`src/rtl/bfx_pkg.sv`:
```
`timescale 1ns/1ps
package bfx_pkg;
  // Widths shared by the unit and its parts
  parameter int unsigned DATA_W   = 64;
  parameter int unsigned NARROW_W = 32;
  parameter int unsigned IMM_W    = 32;
  parameter int unsigned FIELD_W  = 8;

  typedef enum logic {
    SIZE_NARROW = 1'b0,
    SIZE_WIDE   = 1'b1
  } bfx_size_e;
endpackage

```
`src/rtl/bfx_ctrl_decode.sv`:
```
`timescale 1ns/1ps
module bfx_ctrl_decode
  import bfx_pkg::*;
#(
  parameter int unsigned DW = DATA_W,
  parameter int unsigned IW = IMM_W,
  parameter int unsigned FW = FIELD_W
) (
  input  logic [DW-1:0] ctrl_reg,
  input  logic [IW-1:0] ctrl_imm,
  input  logic          imm_form,
  input  logic          wide_req,
  input  logic          long_mode,
  output logic [FW-1:0] start,
  output logic [FW-1:0] len,
  output bfx_size_e     size
);
  localparam int unsigned USED_W = 2 * FW;

  logic [DW-1:0] ctrl;
  logic          unused_ctrl_hi;

  // Immediate control is zero-extended to the operand width
  always_comb begin
    if (imm_form) ctrl = DW'(ctrl_imm);
    else          ctrl = ctrl_reg;
  end

  assign start = ctrl[FW-1:0];
  assign len   = ctrl[USED_W-1:FW];
  assign unused_ctrl_hi = ^ctrl[DW-1:USED_W];

  // Wide only when both the request and long mode are present
  assign size = (wide_req && long_mode) ? SIZE_WIDE : SIZE_NARROW;
endmodule

```
`src/rtl/bfx_extract.sv`:
```
`timescale 1ns/1ps
module bfx_extract
  import bfx_pkg::*;
#(
  parameter int unsigned DW = DATA_W,
  parameter int unsigned NW = NARROW_W,
  parameter int unsigned FW = FIELD_W
) (
  input  logic          clk,
  input  logic          rst_n,
  input  logic [DW-1:0] src,
  input  logic [FW-1:0] start,
  input  logic [FW-1:0] len,
  input  bfx_size_e     size,
  output logic [DW-1:0] result
);
  localparam int unsigned IDX_W = $clog2(DW);
  localparam logic [FW-1:0] DW_LIM = FW'(DW);
  localparam logic [FW-1:0] NW_LIM = FW'(NW);

  logic [DW-1:0] src_m;
  logic [DW-1:0] shifted;
  logic [DW-1:0] keep;

  // Clear positions beyond the effective width
  always_comb begin
    src_m = src;
    if (size == SIZE_NARROW) src_m[DW-1:NW] = '0;
  end

  // Right-justify from the start index; far starts give zero
  always_comb begin
    if (start >= DW_LIM) shifted = '0;
    else                 shifted = src_m >> start[IDX_W-1:0];
  end

  // Thermometer mask: a length past the width saturates on its own
  for (genvar i = 0; i < DW; i++) begin : g_keep
    localparam logic [FW-1:0] POS = FW'(i);
    assign keep[i] = (len > POS);
  end

  assign result = shifted & keep;


  zero_len_chk: assert property (@(posedge clk) disable iff (!rst_n)
    (len == '0) |-> (result == '0));


  narrow_upper_chk: assert property (@(posedge clk) disable iff (!rst_n)
    (size == SIZE_NARROW) |-> (result[DW-1:NW] == '0));


  far_start_chk: assert property (@(posedge clk) disable iff (!rst_n)
    ((size == SIZE_NARROW) && (start >= NW_LIM)) |-> (result == '0));
endmodule

```
`src/rtl/bfx_out_stage.sv`:
```
`timescale 1ns/1ps
module bfx_out_stage
  import bfx_pkg::*;
#(
  parameter int unsigned DW = DATA_W
) (
  input  logic          clk,
  input  logic          rst_n,
  input  logic          up_valid,
  output logic          up_ready,
  input  logic [DW-1:0] up_result,
  output logic          dn_valid,
  input  logic          dn_ready,
  output logic [DW-1:0] dn_result,
  output logic          dn_zf
);
  logic take;

  assign up_ready = !dn_valid || dn_ready;
  assign take     = up_valid && up_ready;

  always_ff @(posedge clk or negedge rst_n) begin
    if (!rst_n) begin
      dn_valid <= 1'b0;
    end else if (up_ready) begin
      dn_valid <= up_valid;
    end
  end

  always_ff @(posedge clk or negedge rst_n) begin
    if (!rst_n) begin
      dn_result <= '0;
      dn_zf     <= 1'b1;
    end else if (take) begin
      dn_result <= up_result;
      dn_zf     <= (up_result == '0);
    end
  end


  stall_hold_chk: assert property (@(posedge clk) disable iff (!rst_n)
    (dn_valid && !dn_ready) |=> (dn_valid && $stable(dn_result) && $stable(dn_zf)));


  valid_source_chk: assert property (@(posedge clk) disable iff (!rst_n)
    $rose(dn_valid) |-> $past(up_valid));


  drain_empty_chk: assert property (@(posedge clk) disable iff (!rst_n)
    (dn_valid && dn_ready && !up_valid) |=> !dn_valid);


  zero_flag_chk: assert property (@(posedge clk) disable iff (!rst_n)
    dn_valid |-> (dn_zf == (dn_result == '0)));
endmodule

```
`src/rtl/bfx_unit.sv`:
```
`timescale 1ns/1ps
module bfx_unit
  import bfx_pkg::*;
#(
  parameter int unsigned DW = DATA_W,
  parameter int unsigned NW = NARROW_W,
  parameter int unsigned IW = IMM_W,
  parameter int unsigned FW = FIELD_W
) (
  input  logic          clk,
  input  logic          rst_n,
  input  logic          in_valid,
  output logic          in_ready,
  input  logic [DW-1:0] in_src,
  input  logic [DW-1:0] in_ctrl_reg,
  input  logic [IW-1:0] in_ctrl_imm,
  input  logic          in_imm_form,
  input  logic          in_wide_req,
  input  logic          in_long_mode,
  output logic          out_valid,
  input  logic          out_ready,
  output logic [DW-1:0] out_result,
  output logic          out_cf,
  output logic          out_of,
  output logic          out_zf,
  output logic          out_sf,
  output logic          out_pf,
  output logic          out_af
);
  logic [FW-1:0] start;
  logic [FW-1:0] len;
  bfx_size_e     size;
  logic [DW-1:0] ext_result;

  bfx_ctrl_decode #(.DW(DW), .IW(IW), .FW(FW)) decode_i (
    .ctrl_reg  (in_ctrl_reg),
    .ctrl_imm  (in_ctrl_imm),
    .imm_form  (in_imm_form),
    .wide_req  (in_wide_req),
    .long_mode (in_long_mode),
    .start     (start),
    .len       (len),
    .size      (size)
  );

  bfx_extract #(.DW(DW), .NW(NW), .FW(FW)) extract_i (
    .clk    (clk),
    .rst_n  (rst_n),
    .src    (in_src),
    .start  (start),
    .len    (len),
    .size   (size),
    .result (ext_result)
  );

  bfx_out_stage #(.DW(DW)) stage_i (
    .clk       (clk),
    .rst_n     (rst_n),
    .up_valid  (in_valid),
    .up_ready  (in_ready),
    .up_result (ext_result),
    .dn_valid  (out_valid),
    .dn_ready  (out_ready),
    .dn_result (out_result),
    .dn_zf     (out_zf)
  );

  // Fixed flags: cleared, or undefined and tied low
  assign out_cf = 1'b0;
  assign out_of = 1'b0;
  assign out_sf = 1'b0;
  assign out_pf = 1'b0;
  assign out_af = 1'b0;


  reset_idle_chk: assert property (@(posedge clk) disable iff (!rst_n)
    $rose(rst_n) |-> (!out_valid && in_ready));
endmodule

```
`config.mk`:
```
export PLATFORM = sky130hd
export DESIGN_NAME = bfx_unit
export DESIGN_NICKNAME = d
export VERILOG_FILES = /design/src/rtl/bfx_pkg.sv /design/src/rtl/bfx_ctrl_decode.sv /design/src/rtl/bfx_extract.sv /design/src/rtl/bfx_out_stage.sv /design/src/rtl/bfx_unit.sv
export SDC_FILE = /design/constraint.sdc
export NUM_CORES = 1
export LEC_CHECK = 0
export ABC_AREA = 1
export ABC_CLOCK_PERIOD_IN_PS = 4000
export BUFFER_PORTS_ARGS = -buffer_cell sky130_fd_sc_hd__buf_2
export CAP_MARGIN = 20
export CELL_PAD_IN_SITES_DETAIL_PLACEMENT = 1
export CELL_PAD_IN_SITES_GLOBAL_PLACEMENT = 2
export CORE_MARGIN = 4
export CORE_UTILIZATION = 28
export DETAILED_ROUTE_END_ITERATION = 6
export GPL_ROUTABILITY_DRIVEN = 0
export MAX_ROUTING_LAYER = met4
export PLACE_DENSITY = 0.94
export RECOVER_POWER = 25
export SLEW_MARGIN = 30
export SYNTH_ARGS = -nofsm -noshare
export SYNTH_HDL_FRONTEND = slang
export SYNTH_SLANG_ARGS = --single-unit
```
`constraint.sdc`:
```
create_clock -name clk -period 4 [get_ports clk]
set_input_delay 0.8 -clock clk [delete_from_list [all_inputs] [get_ports clk]]
set_output_delay 0.8 -clock clk [all_outputs]
set_load 0.05 [all_outputs]
```
Word-level counts from Yosys, hierarchy flattened
Index checks and enable logic that the tools add are counted.
- magnitude comparators: 65
- bitwise gates (word level): 1
- reductions and logical operators: 5
- muxes and demuxes: 4
- shifts and indexed selects: 1
- operators by type and width (operator ; number):
    8-bit by 6-bit greater-than comparator with 1-bit output (second input constant) ; 32
    8-bit by 5-bit greater-than comparator with 1-bit output (second input constant) ; 16
    64-bit bitwise AND ; 1
    8-bit by 4-bit greater-than comparator with 1-bit output (second input constant) ; 8
    64-bit zero test ; 1
    64-bit two-way mux ; 1
    64-bit by 6-bit >> shifter with 64-bit output ; 1
    8-bit by 3-bit greater-than comparator with 1-bit output (second input constant) ; 4
    32-bit two-way mux ; 1
    8-bit by 1-bit greater-than comparator with 1-bit output (second input constant) ; 2
    8-bit by 2-bit greater-than comparator with 1-bit output (second input constant) ; 2
    16-bit two-way mux ; 1
    8-bit by 7-bit >= comparator with 1-bit output (second input constant) ; 1
    1-bit logical AND ; 2
    1-bit zero test ; 1
    1-bit logical OR ; 1
    1-bit two-way mux ; 1
- output and inout port bits: 72
- word-level logic and storage cells: 79
- input bits: 167
- flip-flop bits (word level): 66

Depth between registers and ports, before layout
- word-level depth: 7
- gate-level depth with buffers: 22

Hierarchy
From an unflattened synthesis, not the netlist that was laid out.
- cells, all modules: 1458
- area total of the unflattened synthesis: 7913.8 um2
- modules (own cells, without submodules) (module ; instances ; seq. area each (um2) ; area each (um2) ; cells an instance):
    bfx_extract ; 1 ; 0.0 ; 4922.2 ; 1062
    bfx_out_stage ; 1 ; 1652.8 ; 2698.8 ; 336
    bfx_ctrl_decode ; 1 ; 0.0 ; 251.5 ; 54
    bfx_unit ; 1 ; 0.0 ; 41.3 ; 6

Least setup slack after synthesis
Ideal clock, no wire load.
- path type: input -> register
- start point: input port in_imm_form
- end point: register stage_i.dn_zf
- path slack: 1.560 ns
- arrival time: 2.363 ns
- cell stages on the path: 19
- library setup time: 0.076 ns
- path buffers: 3
- required time: 3.924 ns
- cells stage by stage: buf_6 inv_4 nand2_1 nand2_1 buf_4 buf_4 nand3_1 nand3_1 nand3_1 nand2_1 nand2_1 nand2_1 inv_1 nor3_1 nor2_1 nand2_1 nor2_1 nand3_1 nand2_1
- word-level cells in the longest chain between the ends: 5
- elaborated cells between the ends (all ways): 70
- those cells by class: order compare (65); shift (1); mux (2); bitwise (1); reduce/logical (1)
- ends and longest elaborated chain (item ; line ; RTL):
    from (decl) ; bfx_unit.sv:17 ; input logic in_imm_form,
    16-bit two-way mux (*) ; bfx_ctrl_decode.sv:25 ; if (imm_form) ctrl = DW'(ctrl_imm);
    64-bit by 6-bit >> shifter with 64-bit output / 8-bit by 7-bit >= comparator with 1-bit output (equally long branches) ; bfx_extract.sv:34, bfx_extract.sv:33 ;
    64-bit two-way mux ; bfx_extract.sv:33 ; if (start >= DW_LIM) shifted = '0;
    64-bit bitwise AND (*) ; bfx_extract.sv:43 ; assign result = shifted & keep;
    64-bit zero test (*) ; bfx_out_stage.sv:36 ; dn_zf <= (up_result == '0);
    to (signal assigned) ; bfx_out_stage.sv:36 ;
    to (decl) ; bfx_out_stage.sv:15 ; output logic dn_zf
Every way passes the cells marked *; elsewhere a longest branch is shown, timed or not.
A chain may end at the register's enable or synchronous reset.

Worst setup path in the final report
Ends and elaborated chain as after synthesis.

==> flow_summary.yaml <==
outcome:
  status: "finished, final reports clean"
cells_and_area:
  nets: 1889
  n_antenna_cell: 0
  synthToLayoutAreaGrowth_pct: 15.3
  drive_gt1_share_pct: 14.3
  layout.cells.non_filler: 2123
  postLayoutCoreUtil_pct: 32.8
worst_setup_path:
  crit_required_ns: 4.28
  path_delay_family: "simple AND/OR/NAND/NOR gates"
  worst-r2r-setup-slack_ns: 2.09
  cp_common_cell: "nand2_1"
  r2r-start: "stage_i.dn_valid"
  path_class: "input port to flop"
  slowest_stage: "nand2_1"
  crit_start: "in_imm_form"
  critical_path_arrival_ns: 3.58
  cp-start-kind: "input port"
  cp.depth: 21
  crit_chain: "buf_2 > inv_4 > nand2_1 > nand2_2 > buf_12 > nand2_1 > nand2_1 > nand2_1 > nand3_1 > nand2_1 > nand2_1 > nand2_1 > nand2_1 > nor2_1 > nor2_1 > nand2_1 > nor2_1 > nand2_1 > nor2_1 > nand3_1 > nand2_1"
  max_stage_delay_ns: 0.22
  worstSetupEndpoint: "stage_i.dn_zf"
  r2r-end: "stage_i.dn_zf"
  worstSetupEndpointType: "flop"
  r2r_cells: 14
  worst-path-buf-inv: 3
  crit_fanout: 43
route:
  drt-total-wl_mm: 40.5
  first_iter_violations: 1093
  drc: 0
  vias_per_cell: 5.54
  drtPass1Iterations: 5
  antenna_left: 0
  avgRoutedWirePerCell_microns: 19.1
  vias: 11800
sta:
  maxSlewViolCount: 0
  fin_tns_setup_ns: 0
  post-route-period-util_pct: 82.6
  skew_ns: 0.00647
  tightestPinTransition_ns: 1.30
  max_freq_mhz: 303
  post-route-min-period_ns: 3.30
  setup_slack_ns: 0.697
  fin_hold_ws_ns: 0.477
  hold_viol_final: 0
  rsz0062_at_grt: "no"
  relSlewSlack_pct: 13.0
  finalSetupViolations: 0
floorplan:
  core_sq_mm: 0.0307
  dieArea_sq_mm: 0.0342
  start_util_pct: 28.5
  die_x_microns: 185
  die_y_microns: 185
  ios: 239
  num_rows: 64
pwr:
  pwr-share-clk_pct: 25.8
  p_sw_uw: 1490
  peakVddDrop_mv: 0.205
  powerDensity_mw_per_mm2: 310
  p_seq_share_pct: 24.0
  p_int_uw: 1640
  pwr-share-comb_pct: 50.3
  switching_share_pct: 47.7
  leakage_uw: 0.00541
yosys:
  synth_cell_type_count: 35
  synth-seq-cells: 66
  synthCells: 1628
  synth_ff_type: "dfrtp_1"
  yosysSeqAreaShare_pct: 18.9
  syn_area_sq_mm: 0.00875
  yosys_warnings: 0
  synth_edf_count: 0
  avgSynthCellArea_sq_um: 5.38
  async_flop_share_pct: 100
global_route:
  grt_pass1_vias: 11900
  antenna_found_initial: 0
  grtUsageTotal_pct: 23.6
  grt_first_pass_wirelength_mm: 62.6
  grt_max_degree: 114
  gr-total-overflow: 0
cts:
  h-tree-depth: 3
  path_clk_slew_ns: 0.06
  cts_hold_buf: 0
  clock_latency_ns: 0.34
  ctsResizeCount: 0
  cts_buffers: 9
  post-cts-setup-buffers: 0
  cts_buffer_depth: 2
  cts_sinks: 66
  clockRootBuffer: "clkbuf_16"
  cts_tree: "built"
placed_design:
  portBuffers: 169
  dpl.cell_count: 2107
  dp_hpwl_mm: 31.6
  dp_worst_setup_slack_ns: 0.495
job:
  cap_violations: 0
hold_path:
  min_path_type: "flop to flop"
-- metal layers --
layer / part of all wire, % / global-route usage, % / wire, microns
met5: 0 / - / 0
met4: 5.6 / 10.7 / 2250
met3: 6.0 / 2.73 / 2430
met2: 49 / 40.4 / 19700
met1: 40 / 27.8 / 16200
-- cells in the final DEF (no fill, tap or decap), drive strengths merged, types with 3 or more instances in the layout --
| cell | synthesis | routed |
|---|---|---|
| a21oi | 32 | 32 |
| a31oi | 6 | 6 |
| buf | 78 | 188 |
| clkbuf | 33 | 12 |
| clkinv | 3 | 5 |
| clkinvlp | 0 | 3 |
| conb | 1 | 5 |
| dfrtp | 65 | 65 |
| inv | 99 | 99 |
| nand2 | 572 | 572 |
| nand3 | 521 | 521 |
| nand3b | 4 | 4 |
| nand4 | 10 | 10 |
| nor2 | 102 | 102 |
| nor3 | 8 | 8 |
| o21a | 3 | 3 |
| o21ai | 79 | 79 |
| o31ai | 3 | 3 |
-- worst reg2reg max path: stages, from the launching register on --
cell and delay, ns:
dfrtp_1 0.38, nand2_1 0.12, nand2_2 0.07, clkinv_1 0.05
buf_4 0.22, nand2_1 0.12, nor2_1 0.11, nand3_1 0.08
nor2_1 0.10, nand3_1 0.10, nor2_1 0.09, nand2_1 0.10
nor2_1 0.12, nand3_1 0.10, nand2_1 0.09
-- synth_stat cells (3+ instances only) --
master / number / area, sq um
buf_6: 10 / 113
a31oi_1: 6 / 37.5
buf_2: 46 / 230
nand2_1: 559 / 2100
o21ai_2: 3 / 26.3
nor2_4: 4 / 45.0
nor2_1: 93 / 349
buf_1: 3 / 11.3
inv_1: 88 / 330
nor2_2: 5 / 31.3
nand2_2: 11 / 68.8
nand3_1: 520 / 2600
inv_2: 10 / 37.5
nand4_1: 10 / 62.6
buf_4: 19 / 143
nand3b_1: 4 / 30.0
o21ai_1: 4 / 20.0
nor3_1: 8 / 40.0
clkbuf_1: 33 / 124
dfrtp_1: 65 / 1630
clkinv_1: 3 / 11.3
a21oi_1: 32 / 160
o31ai_1: 3 / 22.5
o21ai_0: 70 / 350
o21a_1: 3 / 22.5
-- power groups by stage --
stage	clock (uW)	sequential, uW	combinational [uW]
floorplan	0	939	901
global placement	0	759	1510
detailed placement	0	761	1540
CTS	811	750	1550
global route	848	756	1710
finish	805	749	1570
-- cell type report --
cell class / instances / area (sq um)
flip-flops and latches: 66 / 1650
multi-input cells: 1353 / 6140
inverters: 102 / 385
well taps: 396 / 495
fillers: 4320 / 20700
clock inverters: 6 / 66.3
repair buffers: 190 / 1120
clock buffers: 10 / 239
-- flip-flops by register name, summed over array words and instances (netlist names) --
register           flops
stage_i.dn_zf          1
stage_i.dn_valid       1
stage_i.dn_result     64
-- worst min-delay path by stage --
stage                     cells after the start             startpoint                    end  slack [ns]
final                                         2   stage_i.dn_result[4]   stage_i.dn_result[4]        0.48
after global placement                        2   stage_i.dn_result[0]   stage_i.dn_result[0]        0.46
after floorplan                               0                  rst_n   stage_i.dn_result[0]        0.50
after global routing                          2  stage_i.dn_result[53]  stage_i.dn_result[53]        0.51
after CTS                                     1                  rst_n   stage_i.dn_result[3]        0.47
after detailed placement                      2  stage_i.dn_result[29]  stage_i.dn_result[29]        0.47
-- stage by stage --
step,area [sq um],total power [uW]
floorplan,8770,1840
global placement,9790,2270
detailed placement,9790,2300
CTS,10100,3110
global route,10100,3310
finish,10100,3120
-- logic make-up (layout without fill, tap and decap cells) --
logic type / Yosys count / after routing / synth area share, %
compound gates: 129 / 129 / 8.19
buf+inv: 213 / 308 / 11.5
flops: 66 / 66 / 18.9
other cells: 1 / 5 / 0.0428
simple gates: 1219 / 1219 / 61.4
(Power assumes the default switching activity.)
